## src/rtl/fpu_env_pkg.sv

```systemverilog
package fpu_env_pkg;
  localparam int NUM_BEATS = 7;
  localparam int BEAT_W    = 32;
  localparam int HALF_W    = 16;

  typedef enum logic [1:0] {
    ST_IDLE = 2'd0,
    ST_SEND = 2'd1,
    ST_FIN  = 2'd2
  } st_e;

  typedef struct packed {
    logic [15:0] ctrl;
    logic [15:0] stat;
    logic [15:0] tag;
    logic [31:0] ip;
    logic [15:0] cs;
    logic [10:0] opc;
    logic [31:0] dp;
    logic [15:0] ds;
    logic        wide;
  } env_t;
endpackage

```

## src/rtl/fpu_env_pending.sv

```systemverilog
module fpu_env_pending #(
  parameter int MW = 6
) (
  input  logic [15:0] ctrl_i,
  input  logic [15:0] stat_i,
  output logic        pending_o
);
  logic [MW-1:0] hit;

  for (genvar g = 0; g < MW; g++) begin : g_bit
    assign hit[g] = stat_i[g] & ~ctrl_i[g];
  end

  assign pending_o = |hit;
endmodule

```

## src/rtl/fpu_env_addr_ctr.sv

```systemverilog
module fpu_env_addr_ctr #(
  parameter int AW = 16,
  parameter int NB = 7,
  localparam int IW = $clog2(NB)
) (
  input  logic          clk_i,
  input  logic          rst_ni,
  input  logic          load_i,
  input  logic [AW-1:0] base_i,
  input  logic          step_i,
  input  logic          wide_i,
  output logic [IW-1:0] idx_o,
  output logic [AW-1:0] addr_o,
  output logic          last_o
);
  logic [AW-1:0] base_q;
  logic [IW-1:0] idx_q;
  logic [AW-1:0] off;

  always_ff @(posedge clk_i or negedge rst_ni) begin
    if (!rst_ni) begin
      base_q <= '0;
      idx_q  <= '0;
    end else if (load_i) begin
      base_q <= base_i;
      idx_q  <= '0;
    end else if (step_i) begin
      idx_q <= idx_q + IW'(1);
    end
  end

  // byte offset: 4 per beat wide, 2 per beat narrow
  assign off    = wide_i ? (AW'(idx_q) << 2) : (AW'(idx_q) << 1);
  assign addr_o = base_q + off;
  assign idx_o  = idx_q;
  assign last_o = (idx_q == IW'(NB - 1));
endmodule

```

## src/rtl/fpu_env_beat_fmt.sv

```systemverilog
module fpu_env_beat_fmt
  import fpu_env_pkg::*;
#(
  parameter int IW = 3
) (
  input  env_t              env_i,
  input  logic [IW-1:0]     idx_i,
  output logic [BEAT_W-1:0] data_o
);
  logic [BEAT_W-1:0] full;

  always_comb begin
    case (idx_i)
      IW'(0):  full = {16'h0, env_i.ctrl};
      IW'(1):  full = {16'h0, env_i.stat};
      IW'(2):  full = {16'h0, env_i.tag};
      IW'(3):  full = env_i.ip;
      IW'(4):  full = {5'h0, env_i.opc, env_i.cs};
      IW'(5):  full = env_i.dp;
      IW'(6):  full = {16'h0, env_i.ds};
      default: full = '0;
    endcase
  end

  // narrow layout keeps only the low half
  for (genvar g = 0; g < BEAT_W; g++) begin : g_lane
    if (g < HALF_W) begin : g_lo
      assign data_o[g] = full[g];
    end else begin : g_hi
      assign data_o[g] = full[g] & env_i.wide;
    end
  end
endmodule

```

## src/rtl/fpu_env_save.sv

```systemverilog
module fpu_env_save
  import fpu_env_pkg::*;
#(
  parameter int AW = 16,
  parameter int MW = 6
) (
  input  logic          clk_i,
  input  logic          rst_ni,
  input  logic          req_i,
  input  logic          wait_i,
  input  logic          wide_i,
  input  logic [AW-1:0] base_i,
  input  logic [15:0]   ctrl_i,
  input  logic [15:0]   stat_i,
  input  logic [15:0]   tag_i,
  input  logic [31:0]   ip_i,
  input  logic [15:0]   cs_i,
  input  logic [10:0]   opc_i,
  input  logic [31:0]   dp_i,
  input  logic [15:0]   ds_i,
  output logic          mem_valid_o,
  input  logic          mem_ready_i,
  output logic [AW-1:0] mem_addr_o,
  output logic          mem_wide_o,
  output logic [31:0]   mem_data_o,
  output logic          ctrl_we_o,
  output logic [15:0]   ctrl_wdata_o,
  output logic          done_o,
  output logic          exc_req_o,
  output logic          busy_o
);
  localparam int IW = $clog2(NUM_BEATS);
  localparam logic [15:0] MASK_ALL = 16'((1 << MW) - 1);

  st_e           st_q;
  env_t          snap_q, env_in;
  logic          exc_q;
  logic          pending, refuse, load, step, last;
  logic [IW-1:0] idx;

  fpu_env_pending #(.MW(MW)) u_pend (
    .ctrl_i   (ctrl_i),
    .stat_i   (stat_i),
    .pending_o(pending)
  );

  always_comb begin
    env_in.ctrl = ctrl_i;
    env_in.stat = stat_i;
    env_in.tag  = tag_i;
    env_in.ip   = ip_i;
    env_in.cs   = cs_i;
    env_in.opc  = opc_i;
    env_in.dp   = dp_i;
    env_in.ds   = ds_i;
    env_in.wide = wide_i;
  end

  assign refuse = (st_q == ST_IDLE) && req_i && wait_i && pending;
  assign load   = (st_q == ST_IDLE) && req_i && !(wait_i && pending);
  assign step   = (st_q == ST_SEND) && mem_ready_i;

  always_ff @(posedge clk_i or negedge rst_ni) begin
    if (!rst_ni) begin
      st_q   <= ST_IDLE;
      snap_q <= '0;
      exc_q  <= 1'b0;
    end else begin
      exc_q <= refuse;
      unique case (st_q)
        ST_IDLE: if (load) begin
          st_q   <= ST_SEND;
          snap_q <= env_in;
        end
        ST_SEND: if (step && last) st_q <= ST_FIN;
        ST_FIN:  st_q <= ST_IDLE;
        default: st_q <= ST_IDLE;
      endcase
    end
  end

  fpu_env_addr_ctr #(.AW(AW), .NB(NUM_BEATS)) u_addr (
    .clk_i (clk_i),
    .rst_ni(rst_ni),
    .load_i(load),
    .base_i(base_i),
    .step_i(step),
    .wide_i(snap_q.wide),
    .idx_o (idx),
    .addr_o(mem_addr_o),
    .last_o(last)
  );

  fpu_env_beat_fmt #(.IW(IW)) u_fmt (
    .env_i (snap_q),
    .idx_i (idx),
    .data_o(mem_data_o)
  );

  assign mem_valid_o  = (st_q == ST_SEND);
  assign mem_wide_o   = snap_q.wide;
  assign done_o       = (st_q == ST_FIN);
  assign ctrl_we_o    = (st_q == ST_FIN);
  assign ctrl_wdata_o = snap_q.ctrl | MASK_ALL;
  assign exc_req_o    = exc_q;
  assign busy_o       = (st_q != ST_IDLE);
endmodule

```

## config.mk

```make
export PLATFORM = sky130hd
export DESIGN_NAME = fpu_env_save
export DESIGN_NICKNAME = d
export VERILOG_FILES = /design/src/rtl/fpu_env_pkg.sv /design/src/rtl/fpu_env_pending.sv /design/src/rtl/fpu_env_addr_ctr.sv /design/src/rtl/fpu_env_beat_fmt.sv /design/src/rtl/fpu_env_save.sv
export SDC_FILE = /design/constraint.sdc
export NUM_CORES = 1
export LEC_CHECK = 0
export ABC_CLOCK_PERIOD_IN_PS = 2880
export BUFFER_PORTS_ARGS = -buffer_cell sky130_fd_sc_hd__buf_4
export CORE_MARGIN = 2
export CORE_UTILIZATION = 53
export CTS_CLUSTER_SIZE = 24
export DETAILED_ROUTE_END_ITERATION = 8
export MAX_ROUTING_LAYER = met4
export PLACE_DENSITY = 0.81
export SYNTH_ARGS = -nofsm -noshare
export SYNTH_HDL_FRONTEND = slang
export SYNTH_SLANG_ARGS = --single-unit
```

## constraint.sdc

```tcl
create_clock -name clk_i -period 2.88 [get_ports clk_i]
set_clock_uncertainty 0.05 [all_clocks]
set_input_delay 0.576 -clock clk_i [delete_from_list [all_inputs] [get_ports clk_i]]
set_output_delay 0.576 -clock clk_i [all_outputs]
set_load 0.05 [all_outputs]
```

# Yosys cells after proc, flatten, opt, wreduce, memory -nomap -nowiden
# Index checks and enable logic that the tools add are counted.
# classes
muxes	7
add_sub_neg	2
bitwise	28
eq_ne	10
n_reduce_logical	15
# ops
op	count
$pmux 32 s7	1
$and 1x1->1	22
$add 16x16->16	1
$eq 3x3->1 const B	3
$logic_and 1x1->1	7
$eq 3x2->1 const B	2
$mux 3	2
$not 1->1	6
$reduce_or 6->1	1
$mux 5	1
$mux 2	2
$pmux 2 s2	1
$reduce_and 2->1	2
$reduce_bool 2->1	2
$add 3x1->3 const B	1
$eq 3x1->1 const B	1
$logic_not 3->1	1
$eq 2x1->1 const B	1
$eq 2x2->1 const B	1
$logic_not 2->1	1
$ne 2x1->1 const B	1
$ne 2x2->1 const B	1
$logic_not 1->1	1
# word_totals
output_inout_bits	70
input_bits	177
register_bits	178

# Depth between registers and ports, before layout
# Gate-level depths: netlist of run 1.
# logic_depth
word_depth	8
ltp_mapped	9
ltp_nobuf	9

# Modules after synthesis
# A second synthesis of run 1 with hierarchy kept.
# hier_totals
cells_unflattened	668
area_unflattened_um2	9161.3
# modules_own_cells
mod	cells_per_inst	area_each_um2	instances
fpu_env_save	364	6523.8	1
fpu_env_beat_fmt	190	1433.9	1
fpu_env_addr_ctr	104	1156.1	1
fpu_env_pending	10	47.5	1

# Worst setup path before layout of run 1
# Ideal clock, no wire load.
# synth_timing
path_kind	flip-flop to output port
startpoint	reg snap_q, in the netlist mem_wide_o
endpoint	out mem_addr_o[15]
path_stages_with_launch	9
t_arrival_ns	2.933
required_time_ns	2.254
setup_slack_ns	-0.679
path_buffers	0
path_cell_list	dfrtp_1 > nor2_1 > ha_1 > inv_1 > fa_1 > nand2b_1 > a211oi_1 > nand4_1 > xnor2_1
# synth_via
elab_chain_cells	2
# synth_rtl
element	line	text
from (decl)	fpu_env_save.sv:36	env_t snap_q, env_in;
from (signal assigned)	fpu_env_save.sv:73	snap_q <= env_in;
$mux 5	fpu_env_addr_ctr.sv:33	assign off = wide_i ? (AW'(idx_q) << 2) : (AW'(idx_q) << 1);
$add 16x16->16	fpu_env_addr_ctr.sv:34	assign addr_o = base_q + off;
to (decl)	fpu_env_save.sv:23	output logic [AW-1:0] mem_addr_o,
# Every way passes these cells.

# Worst setup path in the final report of run 1
# Ends and elaborated chain as after synthesis.

==> results of run 1 <==
-- what timing repair did --
action,CTS,global route
gates resized for setup,135,12
hold buffers,0,0
setup buffers,17,3
endpoints found under the setup margin,44,44
cloned,7,0
pin swaps,60,25
-- placed cells by master, fill, tap and decap left out, types with 9 or more instances in the layout --
master / count
sky130_fd_sc_hd__inv_1: 9
sky130_fd_sc_hd__nor2_1: 23
sky130_fd_sc_hd__o22ai_1: 170
sky130_fd_sc_hd__buf_4: 226
sky130_fd_sc_hd__dfrtp_1: 177
sky130_fd_sc_hd__a222oi_1: 39
sky130_fd_sc_hd__buf_12: 13
sky130_fd_sc_hd__nand2_1: 344
sky130_fd_sc_hd__a211o_1: 10
sky130_fd_sc_hd__nor2_2: 12
sky130_fd_sc_hd__buf_6: 59
sky130_fd_sc_hd__clkbuf_16: 17
-- power breakdown --
part	switching, mW	internal, mW	total (mW)
Combinational	5.02	3.36	8.37
Clock	1.06	1.22	2.28
Sequential	0.955	3.73	4.68
Total	7.03	8.31	15.3
-- layout make-up --
| class | instances | area share [%] |
|---|---|---|
| clock buffer | 18 | 3.58 |
| timing repair buffer | 304 | 22.2 |
| sequential | 178 | 36.3 |
| inverter | 12 | 0.367 |
| multi-input combinational | 707 | 34.3 |
| tap | 220 | 2.24 |
| clock inverter | 14 | 1.05 |
-- state kept, by name, summed over array words and instances (netlist names) --
register,cells
mem_wide_o,1
exc_req_o,1
ctrl_wdata_o,10
u_addr.idx_o,3
u_addr.base_q,16
st_q,2
snap_q,145
-- layer usage --
metal,up-vias,routed length (um),track usage [%],share of wire (%)
li1,3967,-,-,-
met1,4302,12100,47.0,40
met2,557,14000,51.9,47
met3,82,2820,6.93,9.4
met4,0,1080,13.5,3.6
met5,-,0,-,0
-- cells by family after synthesis --
group | count (synthesis) | synth area share (%)
AO/OA/AOI/OAI | 258 | 20.7
XOR/XNOR | 14 | 1.38
adder cells (fa/ha/maj) | 10 | 1.49
buffers and inverters | 129 | 7.84
flip-flops | 178 | 50.0
multiplexers | 2 | 0.239
other | 1 | 0.0421
AND/OR/NAND/NOR | 416 | 18.3
-- final timing paths --
check / slack (ns) / end
min in group clk_i: 0.33 / snap_q[34]
max: -0.35 / mem_addr_o[15]
min reg2reg: 0.48 / snap_q[129]
max reg2reg: 0.79 / snap_q[61]
max in group asynchronous: 1.84 / snap_q[105]
min: 0.06 / u_addr.base_q[7]
-- per-stage QoR --
stage | cell area, um^2 | hold slack (ns)
2_1_floorplan | 9090 | 0.230
3_3_place_gp | 10900 | 0.462
3_5_place_dp | 10900 | 0.470
4_1_cts | 12200 | 0.0857
5_1_grt | 12300 | 0.0902
6_report | 12300 | 0.0552
-- worst reg2reg max path, stage by stage (launching register included) --
cell and delay (ns):
sky130_fd_sc_hd__dfrtp_1 0.45, sky130_fd_sc_hd__nor3b_4 0.35, sky130_fd_sc_hd__buf_12 0.56, sky130_fd_sc_hd__nand2_1 0.31, sky130_fd_sc_hd__o22ai_1 0.27
==> implementation parameters, run 1 <==
Parameter                              Value

Status
  Result of the run    finished, violations left
  Violations in the final reports    setup timing

Synthesis
  Post-synth top area cell    sky130_fd_sc_hd__dfrtp_1
  Avg Synthesized Cell Area    8.84 um^2
  Proportion of synthesized flip-flops having asynchronous set or reset    100%
  Number of library cell types mapped by synthesis    45
  Synth warn    0
  Synthesized flop and latch total    178
  List of most frequent post-synthesis cells    sky130_fd_sc_hd__nand2_1 (350), sky130_fd_sc_hd__dfrtp_1 (178), sky130_fd_sc_hd__o22ai_1 (170)
  Most frequent cell after synthesis    sky130_fd_sc_hd__nand2_1
  Gate count after technology mapping    1,008
  Number of synthesized flops with an enable pin    0
  Synth top area cells    sky130_fd_sc_hd__dfrtp_1 (50%), sky130_fd_sc_hd__nand2_1 (15%), sky130_fd_sc_hd__o22ai_1 (12%)
  Sequential area share after synthesis    50.0%
  Prevailing post-synth register cell    sky130_fd_sc_hd__dfrtp_1
  Share of the synthesized area in the top cell type    50.0%
  Area of the mapped netlist    8910 um^2

Setup path
  Crit path required time    2.25 ns
  CP cell instances    buf_6 -> nand2_2 -> o21a_1 -> fa_2 -> nand2b_4 -> a211oi_2 -> nand4_1 -> xnor2_4 -> buf_6
  Start of the worst register-to-register path    st_q[1]
  Critical path origin    mem_wide_o
  Standard cell with the maximum stage delay on the critical path    sky130_fd_sc_hd__dfrtp_2
  Critical path class    register to primary output
  Critical Path Fanout Max    5
  Largest delay contributor family on the critical path    simple AND/OR/NAND/NOR gates
  Crit path arrival time    2.61 ns
  Critical path endpoint category    primary output
  WP buf/inv    2
  Crit start category    register
  Count of cells along the worst register-to-register path    4
  Most common cell on crit path    sky130_fd_sc_hd__buf_6
  Cell count along the critical path    9
  Max stage delay on crit path    0.42 ns

Clock tree
  Clock Sink Count    178
  Clock Root Buffer    sky130_fd_sc_hd__clkbuf_16
  # H-tree levels    4
  Clk_lat worst skew    0.44 ns
  Maximum clock insertion buffer count    2
  Clock slew at reported path FFs    0.07 ns
  CTS tree    built
  Cts bufs inserted    17

Cells and area
  Final non-filler cell total    1,453
  Proportion of layout cells with a drive suffix above 1    33.3%
  Total of fill cells in the finished design    1,158
  Finished Core Util    74.3%
  Combined flip-flop and latch cell area    4460 um^2
  Nets    1,407
  Multi-input combinational cell area    4220 um^2
  Area growth syn-to-layout    37.9%
  Diode insertion count for antenna repair    0

Die
  Core Area    16,500 um^2
  DIE AREA    17,900 um^2
  Chip Width    134 um
  Die height    134 um
  Ports    247
  # rows    47
  Starting density of the core    53.9%

Worst hold path
  Tightest Hold Check Type    input port to asynchronous set/reset pin

STA
  Worst rel slew slack    51.0%
  Final setup fails    44
  Post-route fraction of the period consumed by the critical path    112%
  Number of endpoints with negative hold slack in the final report    0
  Sum of negative setup slack    -6.89 ns
  RSZ-0062 raised after global routing    true
  Final Max Slew Viols    0
  Crit path time final    3.23 ns
  Maximum frequency from static timing analysis    0.309 GHz
  Post-route setup slack    -0.352 ns
  Transition time at the pin with the least slew margin    0.735 ns

Routing
  Wire length reported by the detailed router    30.0 mm
  Iteration count of the initial detailed-routing pass    9
  Initial DRC Count    1,292
  Detail-routed via count per cell    6.13
  Count of vias placed by the detailed router    8,908
  Number of nets with antenna violations after routing    0
  Post-detailed-route wirelength per cell    20.7 um
  Detailed-route DRC error count    0

Pwr
  Cell leakage power    5.71 nW
  VDD IR-drop max    1.50 mV
  Power after layout    15.3 mW
  Power Density    1250 nW/um^2

Place
  Weighted congestion at the end of routability-driven global placement    0.869
  IO buf count    240
  Post-DP HPWL    18.3 mm
  Worst setup slack before clock tree synthesis    0.0108 ns
  Number of cells in the design after placement    1,394

Global routing
  Number of global-route vias before repair    8,641
  Congestion Overflow GR    0
  Total track usage    34.7%
  Maximum number of pins on one net before global-route repair    173
  Antenna violations before repair    0
  Wire length of the first global-routing pass    46.9 mm

Job
  Maximum capacitance violations    0
Note: power is estimated with default switching activity, not from simulation.
==> inputs of run 2 (changes only) <==
- BUFFER_PORTS_ARGS: -buffer_cell sky130_fd_sc_hd__buf_4 -> -buffer_cell sky130_fd_sc_hd__clkbuf_2
==> implementation parameters, run 2 (synthesized netlist as in run 1, its figures left out) <==
Parameter                              Value

Routing
  Iteration count of the initial detailed-routing pass    8 (was 9)
  Count of vias placed by the detailed router    8,976 (was 8,908)
  Detail-routed via count per cell    6.19 (was 6.13)
  Number of nets with antenna violations after routing    0 (unchanged)
  Wire length reported by the detailed router    30.1 mm (was 30.0 mm)
  Post-detailed-route wirelength per cell    20.8 um (was 20.7 um)
  Detailed-route DRC error count    0 (unchanged)
  Initial DRC Count    1,364 (was 1,292)

Clock tree
  Maximum clock insertion buffer count    2 (unchanged)
  Clock Root Buffer    sky130_fd_sc_hd__clkbuf_16 (unchanged)
  CTS tree    built (unchanged)
  Clk_lat worst skew    0.43 ns (was 0.44 ns)
  Clock Sink Count    178 (unchanged)
  Cts bufs inserted    17 (unchanged)
  Clock slew at reported path FFs    0.07 ns (about the same)
  Count of hold-fix buffers inserted at cts    0 (unchanged)
  # H-tree levels    4 (unchanged)

Status
  Result of the run    finished, violations left (unchanged)
  Violations in the final reports    setup timing (unchanged)

Die
  Core Area    16,500 um^2 (unchanged)
  DIE AREA    17,900 um^2 (unchanged)
  Chip Width    134 um (unchanged)
  Ports    247 (unchanged)
  Starting density of the core    53.9% (unchanged)
  # rows    47 (unchanged)
  Die height    134 um (unchanged)

Cells and area
  Top register by number of flip-flops    snap_q (unchanged)
  Most frequent cells in the layout    sky130_fd_sc_hd__nand2_1 (346), sky130_fd_sc_hd__clkbuf_2 (194), sky130_fd_sc_hd__dfrtp_1 (177) (was sky130_fd_sc_hd__nand2_1 (344), sky130_fd_sc_hd__buf_4 (226), sky130_fd_sc_hd__dfrtp_1 (177))
  Area growth syn-to-layout    34.8% (was 37.9%)
  Diode insertion count for antenna repair    0 (unchanged)
  Most frequent standard cell in the layout excluding fill and tap cells    sky130_fd_sc_hd__nand2_1 (unchanged)
  Largest register FFs    145 (unchanged)
  Nets    1,406 (was 1,407)
  Non-Filler Cell Area, Final    12,000 um^2 (was 12,300 um^2)
  Proportion of layout cells with a drive suffix above 1    32.2% (was 33.3%)

Place
  Cell Area, Placed    10,500 um^2 (was 10,900 um^2)
  IO buf count    240 (unchanged)
  Weighted congestion at the end of routability-driven global placement    0.836 (was 0.869)
  Post-DP HPWL    18.0 mm (was 18.3 mm)

Pwr
  VDD IR-drop max    1.08 mV (was 1.50 mV)
  Switching power share of the total    44.8% (was 45.8%)
  Relative contribution of the clock network to total power    14.5% (was 14.9%)
  Sequential fraction of design power    29.4% (was 30.5%)
  Cell internal pwr    8.78 mW (was 8.31 mW)
  Part of the total power dissipated in combinational logic    56.1% (was 54.6%)
  Switching power summed over all nets    7.13 mW (was 7.03 mW)
  Power Density    1330 nW/um^2 (was 1250 nW/um^2)
  Cell leakage power    5.61 nW (was 5.71 nW)

Setup path
  Start of the worst register-to-register path    st_q[1] (unchanged)
  Crit path arrival time    2.68 ns (was 2.61 ns)
  Critical path endpoint category    primary output (unchanged)
  Crit path required time    2.25 ns (about the same)
  Standard cell with the maximum stage delay on the critical path    sky130_fd_sc_hd__a222oi_1 (was sky130_fd_sc_hd__dfrtp_2)
  Critical path origin    u_addr.idx_o[0] (was mem_wide_o)
  Critical path class    register to primary output (unchanged)
  Crit start category    register (unchanged)
  CP cell instances    inv_2 -> buf_6 -> ha_4 -> buf_12 -> a222oi_1 -> a21oi_1 -> a221o_1 -> clkbuf_8 (was buf_6 -> nand2_2 -> o21a_1 -> fa_2 -> nand2b_4 -> a211oi_2 -> nand4_1 -> xnor2_4 -> buf_6)
  Max stage delay on crit path    0.57 ns (was 0.42 ns)
  Critical Path Fanout Max    8 (was 5)

Global routing
  Congestion Overflow GR    0 (unchanged)
  Maximum number of pins on one net before global-route repair    107 (was 173)
  Total track usage    35.1% (was 34.7%)
  Wire length of the first global-routing pass    47.0 mm (was 46.9 mm)
  Antenna violations before repair    0 (unchanged)
  Number of global-route vias before repair    8,622 (was 8,641)

STA
  Post-route setup slack    -0.423 ns (was -0.352 ns)
  RSZ-0062 raised after global routing    true (unchanged)
  Final Max Slew Viols    0 (unchanged)
  Number of endpoints with negative hold slack in the final report    0 (unchanged)
  Sum of negative setup slack    -7.93 ns (was -6.89 ns)
  Transition time at the pin with the least slew margin    0.905 ns (was 0.735 ns)
  Maximum frequency from static timing analysis    0.303 GHz (was 0.309 GHz)
  Post-route fraction of the period consumed by the critical path    115% (was 112%)
  Worst rel slew slack    39.6% (was 51.0%)
  Crit path time final    3.30 ns (was 3.23 ns)
  Final setup fails    44 (unchanged)

Worst hold path
  Tightest Hold Check Type    input port to asynchronous set/reset pin (unchanged)

Job
  Maximum capacitance violations    0 (unchanged)
[run 2: cell count changes in the layout (fill, tap and decap cells not counted), moves of 3 or more]
| cell | change |
|---|---|
| sky130_fd_sc_hd__nor2_1 | +4 |
| sky130_fd_sc_hd__clkbuf_1 | +3 |
| sky130_fd_sc_hd__inv_6 | -5 |
| sky130_fd_sc_hd__clkbuf_8 | +17 |
| sky130_fd_sc_hd__a22oi_1 | +5 |
| sky130_fd_sc_hd__clkbuf_2 | +194 |
| sky130_fd_sc_hd__buf_4 | -196 |
| sky130_fd_sc_hd__a22oi_2 | -5 |
| sky130_fd_sc_hd__buf_8 | +18 |
| sky130_fd_sc_hd__ha_4 | +3 |
| sky130_fd_sc_hd__buf_12 | +13 |
| sky130_fd_sc_hd__nor2_2 | -3 |
| sky130_fd_sc_hd__buf_6 | -43 |
[run 2: power groups by stage]
stage	clock (mW)	combinational (mW)	sequential [mW]
finish	2.30	8.93	4.68
global route	2.43	9.41	4.78
CTS	2.30	8.60	4.61
detailed placement	0	7.35	4.61
global placement	0	7.21	4.58
floorplan	0	5.06	4.39
[run 2: area by class of cell]
type	instances	area, um^2
fill	1126	4520
sequential	178	4460
multi-input combinational	706	4190
timing repair buffer	304	2470
clock buffer	22	464
tap	220	275
clock inverter	9	108
inverter	12	45.0
[run 2: repair_timing]
item,CTS,global route
endpoints found under the setup margin,44,45
gates cloned,5,0
buffers inserted,22,3
gates resized for setup,134,42
hold endpoints to repair,0,0
pin swaps,47,26
[run 2: metrics by stage]
stage                     hold WS (ns)  cells  utilization [%]  power (mW)  worst slack, ns
after floorplan                  0.230   1013                -        9.45           -0.168
after global placement           0.466   1393             63.8        11.8           0.0168
after detailed placement         0.470   1393             63.8        12.0          -0.0817
after CTS                       0.0873   1451             72.2        15.5           -0.382
after global routing             0.113   1451             72.6        16.6           -0.508
final                           0.0760   1451             72.6        15.9           -0.423
[run 2: metal layers]
layer | part of all wire [%] | GRT usage, % | up-vias
met5 | 0 | - | -
met4 | 3.0 | 12.5 | 0
met1 | 39 | 46.4 | 4286
met3 | 10 | 7.27 | 81
met2 | 48 | 54.1 | 648
li1 | - | - | 3961
[run 2: final timing paths]
| kind | cells after the start | to | slack, ns |
|---|---|---|---|
| worst max-delay path | 8 | mem_data_o[8] | -0.42 |
| worst min-delay path | 1 | u_addr.base_q[7] | 0.08 |
| worst max register to register | 5 | snap_q[125] | 0.85 |
| worst min register to register | 2 | snap_q[81] | 0.48 |
| max in group asynchronous | 2 | snap_q[88] | 2.00 |
| min in group clk_i | 3 | snap_q[103] | 0.32 |
[run 2: worst max-delay path: cells and delay by family, from the launching register on]
family / cells / cell delay [ns]
buffers and inverters: 4 / 0.53
DFF: 1 / 0.38
adders and majority gates: 1 / 0.19
AOI/OAI and AO/OA: 3 / 1.15
==> inputs of run 3 (changes only) <==
- ABC_AREA: default -> 1
==> implementation parameters, run 3 <==
Parameter                              Value

Routing
  Number of nets with antenna violations after routing    0 (unchanged)
  Detailed-route DRC error count    0 (unchanged)
  Wire length reported by the detailed router    28.8 mm (was 30.1 mm)
  Iteration count of the initial detailed-routing pass    8 (unchanged)
  Detail-routed via count per cell    5.47 (was 6.19)
  Count of vias placed by the detailed router    9,017 (was 8,976)
  Post-detailed-route wirelength per cell    17.5 um (was 20.8 um)
  Initial DRC Count    830 (was 1,364)

Clock tree
  Clock Sink Count    178 (unchanged)
  # H-tree levels    4 (unchanged)
  Clock Root Buffer    sky130_fd_sc_hd__clkbuf_16 (unchanged)
  Cts bufs inserted    17 (unchanged)
  Clock slew at reported path FFs    0.07 ns (about the same)
  Clk_lat worst skew    0.43 ns (about the same)
  Maximum clock insertion buffer count    2 (unchanged)
  CTS tree    built (unchanged)

Worst hold path
  Tightest Hold Check Type    input port to asynchronous set/reset pin (unchanged)

Setup path
  Critical path class    register to primary output (unchanged)
  Worst reg2reg path endpoint    snap_q[75] (was snap_q[125])
  Critical path origin    mem_wide_o (was u_addr.idx_o[0])
  Crit path required time    2.25 ns (about the same)
  Critical Path Fanout Max    5 (was 8)
  Crit start category    register (unchanged)
  Crit path arrival time    2.34 ns (was 2.68 ns)
  R2r setup slk    1.07 ns (was 0.85 ns)
  Timing endpoint of the critical path    mem_addr_o[11] (was mem_data_o[8])
  Critical path endpoint category    primary output (unchanged)
  Count of cells along the worst register-to-register path    6 (was 5)
  Start of the worst register-to-register path    st_q[1] (unchanged)

Die
  # rows    47 (unchanged)
  Core Area    16,600 um^2 (was 16,500 um^2)
  Die height    135 um (was 134 um)
  Chip Width    135 um (was 134 um)
  DIE AREA    18,100 um^2 (was 17,900 um^2)
  Ports    247 (unchanged)
  Starting density of the core    54.2% (was 53.9%)

STA
  Transition time at the pin with the least slew margin    0.692 ns (was 0.905 ns)
  Sum of negative setup slack    -0.407 ns (was -7.93 ns)
  Maximum frequency from static timing analysis    0.338 GHz (was 0.303 GHz)
  Worst rel slew slack    53.8% (was 39.6%)
  Final Max Slew Viols    0 (unchanged)
  Post-route fraction of the period consumed by the critical path    103% (was 115%)
  RSZ-0062 raised after global routing    true (unchanged)
  Number of endpoints with negative hold slack in the final report    0 (unchanged)
  Hold WS    0.119 ns (was 0.0760 ns)
  Final setup fails    8 (was 44)
  Crit path time final    2.96 ns (was 3.30 ns)
  Post-route setup slack    -0.0814 ns (was -0.423 ns)

Global routing
  Wire length of the first global-routing pass    43.2 mm (was 47.0 mm)
  Congestion Overflow GR    0 (unchanged)
  Antenna violations before repair    1 (was 0)
  Maximum number of pins on one net before global-route repair    104 (was 107)
  Total track usage    31.6% (was 35.1%)
  Number of global-route vias before repair    8,542 (was 8,622)

Cells and area
  Nets    1,601 (was 1,406)
  Multi-input combinational cell area    4280 um^2 (was 4190 um^2)
  Total of fill cells in the finished design    1,205 (was 1,126)
  Largest register FFs    145 (unchanged)
  Area growth syn-to-layout    31.6% (was 34.8%)
  Combined flip-flop and latch cell area    4460 um^2 (about the same)
  Most frequent cells in the layout    sky130_fd_sc_hd__nand2_1 (545), sky130_fd_sc_hd__nand3_1 (202), sky130_fd_sc_hd__clkbuf_2 (202) (was sky130_fd_sc_hd__nand2_1 (346), sky130_fd_sc_hd__clkbuf_2 (194), sky130_fd_sc_hd__dfrtp_1 (177))
  Proportion of layout cells with a drive suffix above 1    29.0% (was 32.2%)
  Most frequent standard cell in the layout excluding fill and tap cells    sky130_fd_sc_hd__nand2_1 (unchanged)
  Top register by number of flip-flops    snap_q (unchanged)

Synthesis
  Avg Synthesized Cell Area    7.57 um^2 (was 8.84 um^2)
  Synth warn    0 (unchanged)
  List of most frequent post-synthesis cells    sky130_fd_sc_hd__nand2_1 (578), sky130_fd_sc_hd__nand3_1 (212), sky130_fd_sc_hd__dfrtp_1 (178) (was sky130_fd_sc_hd__nand2_1 (350), sky130_fd_sc_hd__dfrtp_1 (178), sky130_fd_sc_hd__o22ai_1 (170))
  Synthesized flop and latch total    178 (unchanged)
  Synth top area cells    sky130_fd_sc_hd__dfrtp_1 (49%), sky130_fd_sc_hd__nand2_1 (24%), sky130_fd_sc_hd__nand3_1 (12%) (was sky130_fd_sc_hd__dfrtp_1 (50%), sky130_fd_sc_hd__nand2_1 (15%), sky130_fd_sc_hd__o22ai_1 (12%))
  Share of the synthesized area in the top cell type    49.3% (was 50.0%)
  Prevailing post-synth register cell    sky130_fd_sc_hd__dfrtp_1 (unchanged)
  Most frequent cell after synthesis    sky130_fd_sc_hd__nand2_1 (unchanged)
  Area of the mapped netlist    9030 um^2 (was 8910 um^2)
  Number of library cell types mapped by synthesis    28 (was 45)
  Sequential area share after synthesis    49.3% (was 50.0%)
  Proportion of synthesized flip-flops having asynchronous set or reset    100% (unchanged)
  Number of synthesized flops with an enable pin    0 (unchanged)
  Gate count after technology mapping    1,192 (was 1,008)
  Post-synth top area cell    sky130_fd_sc_hd__dfrtp_1 (unchanged)

Pwr
  Power after layout    14.4 mW (was 15.9 mW)
  VDD IR-drop max    1.14 mV (was 1.08 mV)
  Cell leakage power    6.53 nW (was 5.61 nW)
  Power Density    1210 nW/um^2 (was 1330 nW/um^2)

Place
  Post-DP HPWL    18.2 mm (was 18.0 mm)
  Weighted congestion at the end of routability-driven global placement    0.871 (was 0.836)
  IO buf count    240 (unchanged)
  Worst setup slack before clock tree synthesis    0.125 ns (was -0.0817 ns)

Job
  Maximum capacitance violations    0 (unchanged)

Status
  Violations in the final reports    setup timing (unchanged)
  Result of the run    finished, violations left (unchanged)
==> run 3: cell count changes in the layout (fill, tap and decap cells not counted), moves of 10 or more <==
cell	delta
sky130_fd_sc_hd__inv_1	+28
sky130_fd_sc_hd__nand3_1	+198
sky130_fd_sc_hd__a222oi_1	-39
sky130_fd_sc_hd__o22ai_1	-170
sky130_fd_sc_hd__nand2_2	+25
sky130_fd_sc_hd__a211o_1	-10
sky130_fd_sc_hd__nor2_1	-12
sky130_fd_sc_hd__nand2_1	+199
sky130_fd_sc_hd__clkbuf_8	-11
==> run 3: worst max-delay path: stages (launching register included) <==
cell	delay [ns]
sky130_fd_sc_hd__dfrtp_2	0.43
sky130_fd_sc_hd__buf_4	0.15
sky130_fd_sc_hd__nand2_1	0.09
sky130_fd_sc_hd__inv_1	0.08
sky130_fd_sc_hd__ha_4	0.34
sky130_fd_sc_hd__nand2_4	0.09
sky130_fd_sc_hd__nor2_4	0.11
sky130_fd_sc_hd__nand2_4	0.07
sky130_fd_sc_hd__o21ai_4	0.11
sky130_fd_sc_hd__nand3b_1	0.17
sky130_fd_sc_hd__nand2_2	0.11
sky130_fd_sc_hd__buf_8	0.14
==> run 3: layout make-up <==
cell class | instances | share of cell area, %
Inverter | 50 | 1.83
Clock inverter | 8 | 0.864
Antenna cell | 1 | 0.0211
Timing Repair Buffer | 287 | 17.4
Sequential cell | 178 | 37.5
Tap cell | 220 | 2.32
Clock buffer | 23 | 4.02
Multi-Input combinational cell | 880 | 36.0
==> run 3: kinds of logic (layout without fill, tap and decap cells) <==
family | after synthesis | after routing | synth area share (%)
AOI/OAI and AO/OA | 24 | 24 | 1.57
DFF | 178 | 178 | 49.3
other | 1 | 7 | 0.0415
xor gates and xnor gates | 7 | 7 | 0.679
adders and majority gates | 10 | 10 | 1.47
and+or+nand+nor | 833 | 833 | 38.0
buffers and inverters | 139 | 368 | 8.86
==> run 3: per-layer routing <==
metal,vias to the layer above,GRT usage (%),part of all wire [%]
met5,-,-,0
li1,4173,-,-
met3,93,5.59,8.0
met4,0,13.9,4.6
met1,4238,39.5,38
met2,513,50.9,49
==> run 3: through the flow <==
step / instance area, um^2 / std cells / utilization [%]
CTS: 11500 / 1637 / 69.1
detailed placement: 10500 / 1588 / 62.9
floorplan: 9170 / 1197 / -
global route: 11900 / 1647 / 71.4
global placement: 10500 / 1588 / 62.9
finish: 11900 / 1647 / 71.4
==> run 3: how the worst min path moves through the flow <==
stage	startpoint	end	slack, ns	depth (start not counted)
floorplan	rst_ni	ctrl_wdata_o[10]	0.23	0
global placement	snap_q[115]	snap_q[115]	0.40	2
detailed placement	snap_q[86]	snap_q[86]	0.41	2
CTS	rst_ni	u_addr.base_q[10]	0.16	1
global route	rst_ni	u_addr.base_q[10]	0.17	1
finish	rst_ni	u_addr.base_q[10]	0.12	1
==> run 3: report_power, final <==
group          total [mW]  switching (mW)  internal [mW]  leakage (nW)
clock                2.33           0.990           1.35         0.280
combinational        7.55            4.76           2.79          4.04
sequential           4.49           0.839           3.65          2.21
==> run 3: timing repair <==
action                     4_1_cts  5_1_grt
gates resized for setup         76      102
gates cloned                     0        1
hold buffers                     0        0
pin swaps                       13       37
setup endpoints to repair       44       40
setup buffers                   18        8
